[src/rtl/flash_fe_pkg.sv]
package flash_fe_pkg;

    typedef enum logic {
        VIEW_ARRAY  = 1'b0,
        VIEW_STATUS = 1'b1
    } view_e;

    localparam int STAT_W   = 8;
    localparam int ST_READY = 7;
    localparam int ST_LOCK  = 4;
    localparam int ST_VPP   = 3;

endpackage

[src/rtl/fe_addr_dec.sv]
module fe_addr_dec #(
    parameter int ADDR_W      = 19,
    parameter int BOOT_WORDS  = 8192,
    parameter bit BOOT_AT_TOP = 1'b1
) (
    input  logic              wide_mode,
    input  logic [ADDR_W-1:0] word_addr,
    input  logic              dq_top,
    output logic              lane_hi,
    output logic              boot_hit
);

    // Byte lane choice: only meaningful in byte mode.
    assign lane_hi = ~wide_mode & dq_top;

    generate
        if (BOOT_AT_TOP) begin : g_top
            localparam logic [ADDR_W:0] LIM =
                (ADDR_W+1)'((64'd1 << ADDR_W) - 64'(BOOT_WORDS));
            assign boot_hit = ({1'b0, word_addr} >= LIM);
        end else begin : g_bot
            localparam logic [ADDR_W:0] LIM = (ADDR_W+1)'(BOOT_WORDS);
            assign boot_hit = ({1'b0, word_addr} < LIM);
        end
    endgenerate

endmodule

[src/rtl/fe_wr_route.sv]
module fe_wr_route #(
    parameter int ADDR_W = 19,
    parameter int DQ_W   = 16
) (
    input  logic              clk,
    input  logic              rst_n,
    input  logic              sleep_act,
    input  logic              sel,
    input  logic              we_low,
    input  logic              arm_prog,
    input  logic              arm_erase,
    input  logic              boot_hit,
    input  logic              boot_open,
    input  logic              wide_mode,
    input  logic              lane_hi,
    input  logic [ADDR_W-1:0] word_addr,
    input  logic [DQ_W-1:0]   dq,
    output logic              cmd_wr,
    output logic [7:0]        cmd_data,
    output logic              arr_wr,
    output logic              ers_go,
    output logic [ADDR_W-1:0] wr_addr,
    output logic [DQ_W-1:0]   wr_data,
    output logic [1:0]        wr_mask,
    output logic              lock_hit
);

    localparam int HALF = DQ_W / 2;

    typedef struct packed {
        logic              live;
        logic              we_low;
        logic              cmd_wr;
        logic [7:0]        cmd_data;
        logic              arr_wr;
        logic              ers_go;
        logic [ADDR_W-1:0] addr;
        logic [DQ_W-1:0]   data;
        logic [1:0]        mask;
        logic              lock_hit;
    } rt_t;

    rt_t q, d;
    logic start;

    always_comb begin
        d          = q;
        d.cmd_wr   = 1'b0;
        d.arr_wr   = 1'b0;
        d.ers_go   = 1'b0;
        d.lock_hit = 1'b0;
        d.live     = ~sleep_act;
        d.we_low   = ~sleep_act & sel & we_low;
        start      = ~sleep_act & q.live & sel & we_low & ~q.we_low;
        if (start) begin
            if (arm_prog || arm_erase) begin
                if (boot_hit && !boot_open) begin
                    d.lock_hit = 1'b1;
                end else if (arm_prog) begin
                    d.arr_wr = 1'b1;
                    d.addr   = word_addr;
                    if (wide_mode) begin
                        d.data = dq;
                        d.mask = 2'b11;
                    end else begin
                        d.data = {2{dq[HALF-1:0]}};
                        d.mask = lane_hi ? 2'b10 : 2'b01;
                    end
                end else begin
                    d.ers_go = 1'b1;
                    d.addr   = word_addr;
                end
            end else begin
                d.cmd_wr   = 1'b1;
                d.cmd_data = dq[7:0];
            end
        end
    end

    always_ff @(posedge clk) begin
        if (!rst_n) q <= '0;
        else        q <= d;
    end

    assign cmd_wr   = q.cmd_wr;
    assign cmd_data = q.cmd_data;
    assign arr_wr   = q.arr_wr;
    assign ers_go   = q.ers_go;
    assign wr_addr  = q.addr;
    assign wr_data  = q.data;
    assign wr_mask  = q.mask;
    assign lock_hit = q.lock_hit;

endmodule

[src/rtl/fe_status.sv]
module fe_status
    import flash_fe_pkg::*;
(
    input  logic              clk,
    input  logic              rst_n,
    input  logic              sleep_act,
    input  logic              lock_hit,
    input  logic              op_start,
    input  logic              op_end,
    input  logic              vpp_ok,
    input  logic              clr_req,
    input  logic              view_stat_req,
    input  logic              view_arr_req,
    output logic [STAT_W-1:0] stat,
    output view_e             view
);

    typedef struct packed {
        logic  lock_err;
        logic  vpp_err;
        logic  run;
        view_e view;
    } st_t;

    st_t q, d;

    always_comb begin
        d = q;
        if (op_start)    d.run = 1'b1;
        else if (op_end) d.run = 1'b0;
        if (lock_hit)          d.lock_err = 1'b1;
        if (q.run && !vpp_ok)  d.vpp_err  = 1'b1;
        if (clr_req) begin
            d.lock_err = 1'b0;
            d.vpp_err  = 1'b0;
        end
        if (view_stat_req)     d.view = VIEW_STATUS;
        else if (view_arr_req) d.view = VIEW_ARRAY;
        if (sleep_act) begin
            d.lock_err = 1'b0;
            d.vpp_err  = 1'b0;
            d.run      = 1'b0;
            d.view     = VIEW_ARRAY;
        end
    end

    always_ff @(posedge clk) begin
        if (!rst_n) q <= '0;
        else        q <= d;
    end

    always_comb begin
        stat           = '0;
        stat[ST_READY] = ~q.run;
        stat[ST_LOCK]  = q.lock_err;
        stat[ST_VPP]   = q.vpp_err;
    end

    assign view = q.view;

endmodule

[src/rtl/flash_bus_fe.sv]
module flash_bus_fe
    import flash_fe_pkg::*;
#(
    parameter int ADDR_W      = 19,
    parameter int DQ_W        = 16,
    parameter int BOOT_WORDS  = 8192,
    parameter bit BOOT_AT_TOP = 1'b1
) (
    input  logic              clk,
    input  logic              rst_n,
    input  logic              bus_sel_n,
    input  logic              bus_oe_n,
    input  logic              bus_wr_n,
    input  logic              sleep_n,
    input  logic              sleep_hv,
    input  logic              boot_unlock,
    input  logic              wide_mode,
    input  logic [ADDR_W-1:0] addr_in,
    input  logic [DQ_W-1:0]   dq_in,
    output logic [DQ_W-1:0]   dq_out,
    output logic              dq_oe_lo,
    output logic              dq_oe_hi,
    output logic              standby,
    output logic              deep_pd,
    output logic [ADDR_W-1:0] rd_addr,
    input  logic [DQ_W-1:0]   rd_data,
    input  logic              arm_prog,
    input  logic              arm_erase,
    input  logic              view_stat_req,
    input  logic              view_arr_req,
    input  logic              clr_req,
    input  logic              op_end,
    input  logic              vpp_ok,
    output logic              cmd_wr,
    output logic [7:0]        cmd_data,
    output logic              arr_wr,
    output logic              ers_go,
    output logic [ADDR_W-1:0] wr_addr,
    output logic [DQ_W-1:0]   wr_data,
    output logic [1:0]        wr_mask
);

    localparam int HALF = DQ_W / 2;

    logic              sleep_act, active, lane_hi, boot_hit, lock_hit;
    logic [STAT_W-1:0] stat_w;
    view_e             view_w;
    logic              view_is_stat;

    assign sleep_act    = ~sleep_n;
    assign active       = sleep_n & ~bus_sel_n;
    assign dq_oe_lo     = active & ~bus_oe_n & bus_wr_n;
    assign dq_oe_hi     = dq_oe_lo & wide_mode;
    assign standby      = sleep_n & bus_sel_n;
    assign deep_pd      = sleep_act;
    assign rd_addr      = addr_in;
    assign view_is_stat = (view_w == VIEW_STATUS);

    fe_addr_dec #(
        .ADDR_W(ADDR_W), .BOOT_WORDS(BOOT_WORDS), .BOOT_AT_TOP(BOOT_AT_TOP)
    ) u_dec (
        .wide_mode (wide_mode),
        .word_addr (addr_in),
        .dq_top    (dq_in[DQ_W-1]),
        .lane_hi   (lane_hi),
        .boot_hit  (boot_hit)
    );

    fe_wr_route #(.ADDR_W(ADDR_W), .DQ_W(DQ_W)) u_route (
        .clk       (clk),
        .rst_n     (rst_n),
        .sleep_act (sleep_act),
        .sel       (~bus_sel_n),
        .we_low    (~bus_wr_n),
        .arm_prog  (arm_prog),
        .arm_erase (arm_erase),
        .boot_hit  (boot_hit),
        .boot_open (boot_unlock | sleep_hv),
        .wide_mode (wide_mode),
        .lane_hi   (lane_hi),
        .word_addr (addr_in),
        .dq        (dq_in),
        .cmd_wr    (cmd_wr),
        .cmd_data  (cmd_data),
        .arr_wr    (arr_wr),
        .ers_go    (ers_go),
        .wr_addr   (wr_addr),
        .wr_data   (wr_data),
        .wr_mask   (wr_mask),
        .lock_hit  (lock_hit)
    );

    fe_status u_stat (
        .clk           (clk),
        .rst_n         (rst_n),
        .sleep_act     (sleep_act),
        .lock_hit      (lock_hit),
        .op_start      (arr_wr | ers_go),
        .op_end        (op_end),
        .vpp_ok        (vpp_ok),
        .clr_req       (clr_req),
        .view_stat_req (view_stat_req),
        .view_arr_req  (view_arr_req),
        .stat          (stat_w),
        .view          (view_w)
    );

    always_comb begin
        if (view_is_stat) begin
            dq_out = DQ_W'(stat_w);
        end else if (wide_mode) begin
            dq_out = rd_data;
        end else begin
            dq_out = {{HALF{1'b0}}, (lane_hi ? rd_data[DQ_W-1:HALF] : rd_data[HALF-1:0])};
        end
    end

endmodule

[config.mk]
export PLATFORM = sky130hd
export DESIGN_NAME = flash_bus_fe
export DESIGN_NICKNAME = d
export VERILOG_FILES = /design/src/rtl/flash_fe_pkg.sv /design/src/rtl/fe_addr_dec.sv /design/src/rtl/fe_wr_route.sv /design/src/rtl/fe_status.sv /design/src/rtl/flash_bus_fe.sv
export SDC_FILE = /design/constraint.sdc
export NUM_CORES = 1
export LEC_CHECK = 0
export BUFFER_PORTS_ARGS = -buffer_cell sky130_fd_sc_hd__buf_2
export CELL_PAD_IN_SITES_DETAIL_PLACEMENT = 1
export CELL_PAD_IN_SITES_GLOBAL_PLACEMENT = 2
export CORE_UTILIZATION = 26
export DETAILED_ROUTE_END_ITERATION = 6
export PLACE_DENSITY = 0.95
export SYNTH_ARGS = -nofsm -noshare
export SYNTH_HDL_FRONTEND = slang
export SYNTH_SLANG_ARGS = --single-unit
[constraint.sdc]
create_clock -name clk -period 3.2 [get_ports clk]
set_input_delay 0.16 -clock clk [delete_from_list [all_inputs] [get_ports clk]]
set_output_delay 0.16 -clock clk [all_outputs]
set_load 0.05 [all_outputs]
==> reports/qor.yml <==
pwr:
  internal_power_uw: 924
  leakage_uw: 0.00161
  power_density_nw_per_um2: 417
  seq_power_share_pct: 51.1
  clock_power_share_pct: 28.3
  p_sw_uw: 438
  swShare_pct: 32.1
  pwr-share-comb_pct: 20.6
  peakVddDrop_uv: 146
worst_hold_path:
  hold_depth: 2
  hold_path_class: "in2reg"
setup_path:
  cp-startpoint: "u_route.q[50]$_SDFF_PN0_"
  r2r_start: "u_route.q[50]$_SDFF_PN0_"
  critical_path_class: "reg2reg"
  r2r_end: "u_route.wr_data[15]$_SDFFE_PN0P_"
  cp-endpoint: "u_route.wr_data[15]$_SDFFE_PN0P_"
  reg2regPathDepth: 4
  end_kind: "flip-flop"
  crit_slowest_cell: "o2111a_1"
  crit_buf_inv: 0
  cp_max_fo: 27
  slowest_delay_ps: 870
  crit_path_cell_trace: "nor2b_1 -> o2111a_1 -> nor2_1 -> a211oi_1"
  crit_arrival_ps: 2150
  cp.depth: 4
  r2r_slack_ps: 1250
  critPathLaunchType: "flip-flop"
  crit_family: "compound AO/OA/AOI/OAI gates"
  required_ps: 3400
clock_network:
  numClockSinks: 55
  cts_resized: 0
  clockBufferDepth: 2
  cts_hold_buf: 0
  htree_levels: 2
  post-cts-setup-buffers: 0
  clk_latency_ps: 300
  numCtsBuffers: 5
  root_buffer: "clkbuf_8"
  cts_tree: "yes"
  clk_pin_slew_ps: 100
floorplanning:
  ios: 154
  core-area_um2: 10400
  dieArea_um2: 11200
  rows: 37
  dieHeight_um: 106
  initial_utilization_pct: 27.0
  die_width_um: 106
timing:
  tightest_slew_ps: 950
  hold_violations: 0
  fin_crit_sh_pct: 61.1
  fin_tns_setup_ps: 0
  max_freq_ghz: 0.512
  slew-limit-headroom_pct: 36.6
  clock_skew_ps: 6.98
  setup_viol: 0
  min_period_ps: 1950
  whs_ps: 22.3
  slew_viol_final: 0
  rsz0062_at_grt: "no"
place:
  placedCellCount: 539
  place.gp.congestion: 0.773
  port_buffers: 153
  place_hpwl_um: 5530
detailed_routing:
  drt_iter0_markers: 33
  vias: 2359
  ant_nets: 0
  first_pass_iters: 4
  wl_per_cell_um: 13.0
  drc: 0
  wl_um: 7120
  vias_per_cell: 4.31
synthesis:
  yosys.area_share.simple_pct: 19.2
  synthCells: 328
  ys_ff_latch: 55
  synth_warnings: 0
  synthMuxAreaShare_pct: 12.9
  syn_nets: 395
  synth-compound-area-share_pct: 7.55
  netlist.area_leader.share_pct: 39.3
  yosysTopAreaCell: "dfxtp_1"
  ys_seq_area_share_pct: 39.3
  synth_top_family_by_area: "buffers and inverters"
  synthXorXnorAreaFrac_pct: 0
  synth_area_leaders: "dfxtp_1 (39%), buf_4 (17%), mux2i_1 (13%)"
  synthAdderAreaFrac_pct: 0
  avgSynthCellArea_um2: 8.54
  synthDistinctLibCells: 31
  syn_area_um2: 2800
grt:
  grt_max_degree: 40
  grt_pass1_vias: 2445
  grt-ovfl-total: 0
  grt.busiest_layer: "met2"
  use_met2_pct: 23.7
  grt_usage_pct: 12.6
  grt_use_met1_pct: 14.2
  grt_pass1_wl_um: 11400
  grtUsageMet3_pct: 3.15
  antenna_found_initial: 0
layout:
  antenna_cells: 0
  area_growth_pct: 16.6
  layout.cells.most_common: "buf_2"
  layout.cells.non_filler: 547
  multi_input_area_um2: 1110
  final_layout_size_suffix_gt1_share_pct: 40.4
  n_fill_cell: 1300
  register_area_um2: 1100
  final_cell_mix: "buf_2 (153), nand2_1 (66), dfxtp_1 (55)"
  final_nets: 477
status:
  status: "completed"
flow_run:
  max_cap_violations: 0
==> cells by family (layout without fill, tap and decap cells) <==
| logic type | Yosys count | count (layout) |
|---|---|---|
| buffers and inverters | 85 | 168 |
| muxes | 36 | 36 |
| DFF | 55 | 55 |
| and+or+nand+nor | 118 | 118 |
| AOI/OAI and AO/OA | 34 | 34 |
==> flip-flops by register name, indices dropped and copies added (netlist names) <==
name              flops
u_route.wr_addr      19
u_route.wr_data      16
u_route.cmd_data      8
u_route.q             2
u_route.wr_mask       2
u_stat.stat           2
u_route.arr_wr        1
u_route.cmd_wr        1
u_route.ers_go        1
u_route.lock_hit      1
u_stat.q              1
u_stat.view           1
==> per-stage QoR <==
stage / utilization (%) / area [um2] / worst slack (ps) / power (uW)
after floorplan: - / 2800 / 294 / 924
after global placement: 30.7 / 3180 / 1350 / 991
after detailed placement: 30.7 / 3180 / 1160 / 996
after CTS: 31.5 / 3270 / 1210 / 1390
after global routing: 31.5 / 3270 / 1070 / 1440
final: 31.5 / 3270 / 1250 / 1360
==> final cells by class <==
| type | instances | area share, % |
|---|---|---|
| tap | 136 | 5.21 |
| multi-input combinational | 188 | 34.0 |
| timing repair buffer | 155 | 23.9 |
| inverter | 5 | 0.574 |
| sequential | 55 | 33.7 |
| clock buffer | 6 | 2.22 |
| clock inverter | 2 | 0.383 |
==> synthesized netlist by cell type (all sizes together) <==
library cell / count
a211oi: 10
a21oi: 18
and2: 12
buf: 70
clkbuf: 10
dfxtp: 55
inv: 5
mux2i: 36
nand2: 66
nand2b: 2
nand3: 1
nand3b: 1
nand4: 1
nand4bb: 1
nor2: 25
nor2b: 3
nor3: 2
nor3b: 1
nor4: 2
nor4b: 1
o2111a: 1
o2111ai: 1
o21ai: 3
o221a: 1
==> metal layers <==
metal,wire (um),vias to the layer above
met1,3040,1089
met2,3540,98
met4,41,0
li1,-,1168
met3,503,4
met5,0,-
==> power by group through the flow <==
stage          Combinational, uW  Sequential (uW)  Clock [uW]
2_1_floorplan                214              710           0
3_3_place_gp                 279              711           0
3_5_place_dp                 285              712           0
4_1_cts                      285              696         412
5_1_grt                      301              697         439
6_report                     281              696         385
==> how the worst min path moves through the flow <==
| stage | startpoint | end | slack, ps |
|---|---|---|---|
| 6_report | clr_req | u_stat.stat[3]$_SDFFE_PP0P_ | 20 |
| 5_1_grt | clr_req | u_stat.stat[3]$_SDFFE_PP0P_ | 4 |
| 4_1_cts | clr_req | u_stat.stat[3]$_SDFFE_PP0P_ | 7 |
| 3_5_place_dp | clr_req | u_stat.stat[3]$_SDFFE_PP0P_ | 350 |
| 3_3_place_gp | clr_req | u_stat.stat[3]$_SDFFE_PP0P_ | 340 |
| 2_1_floorplan | arm_prog | u_route.ers_go$_SDFF_PP0_ | 240 |
Power figures use the tool's default switching activity.
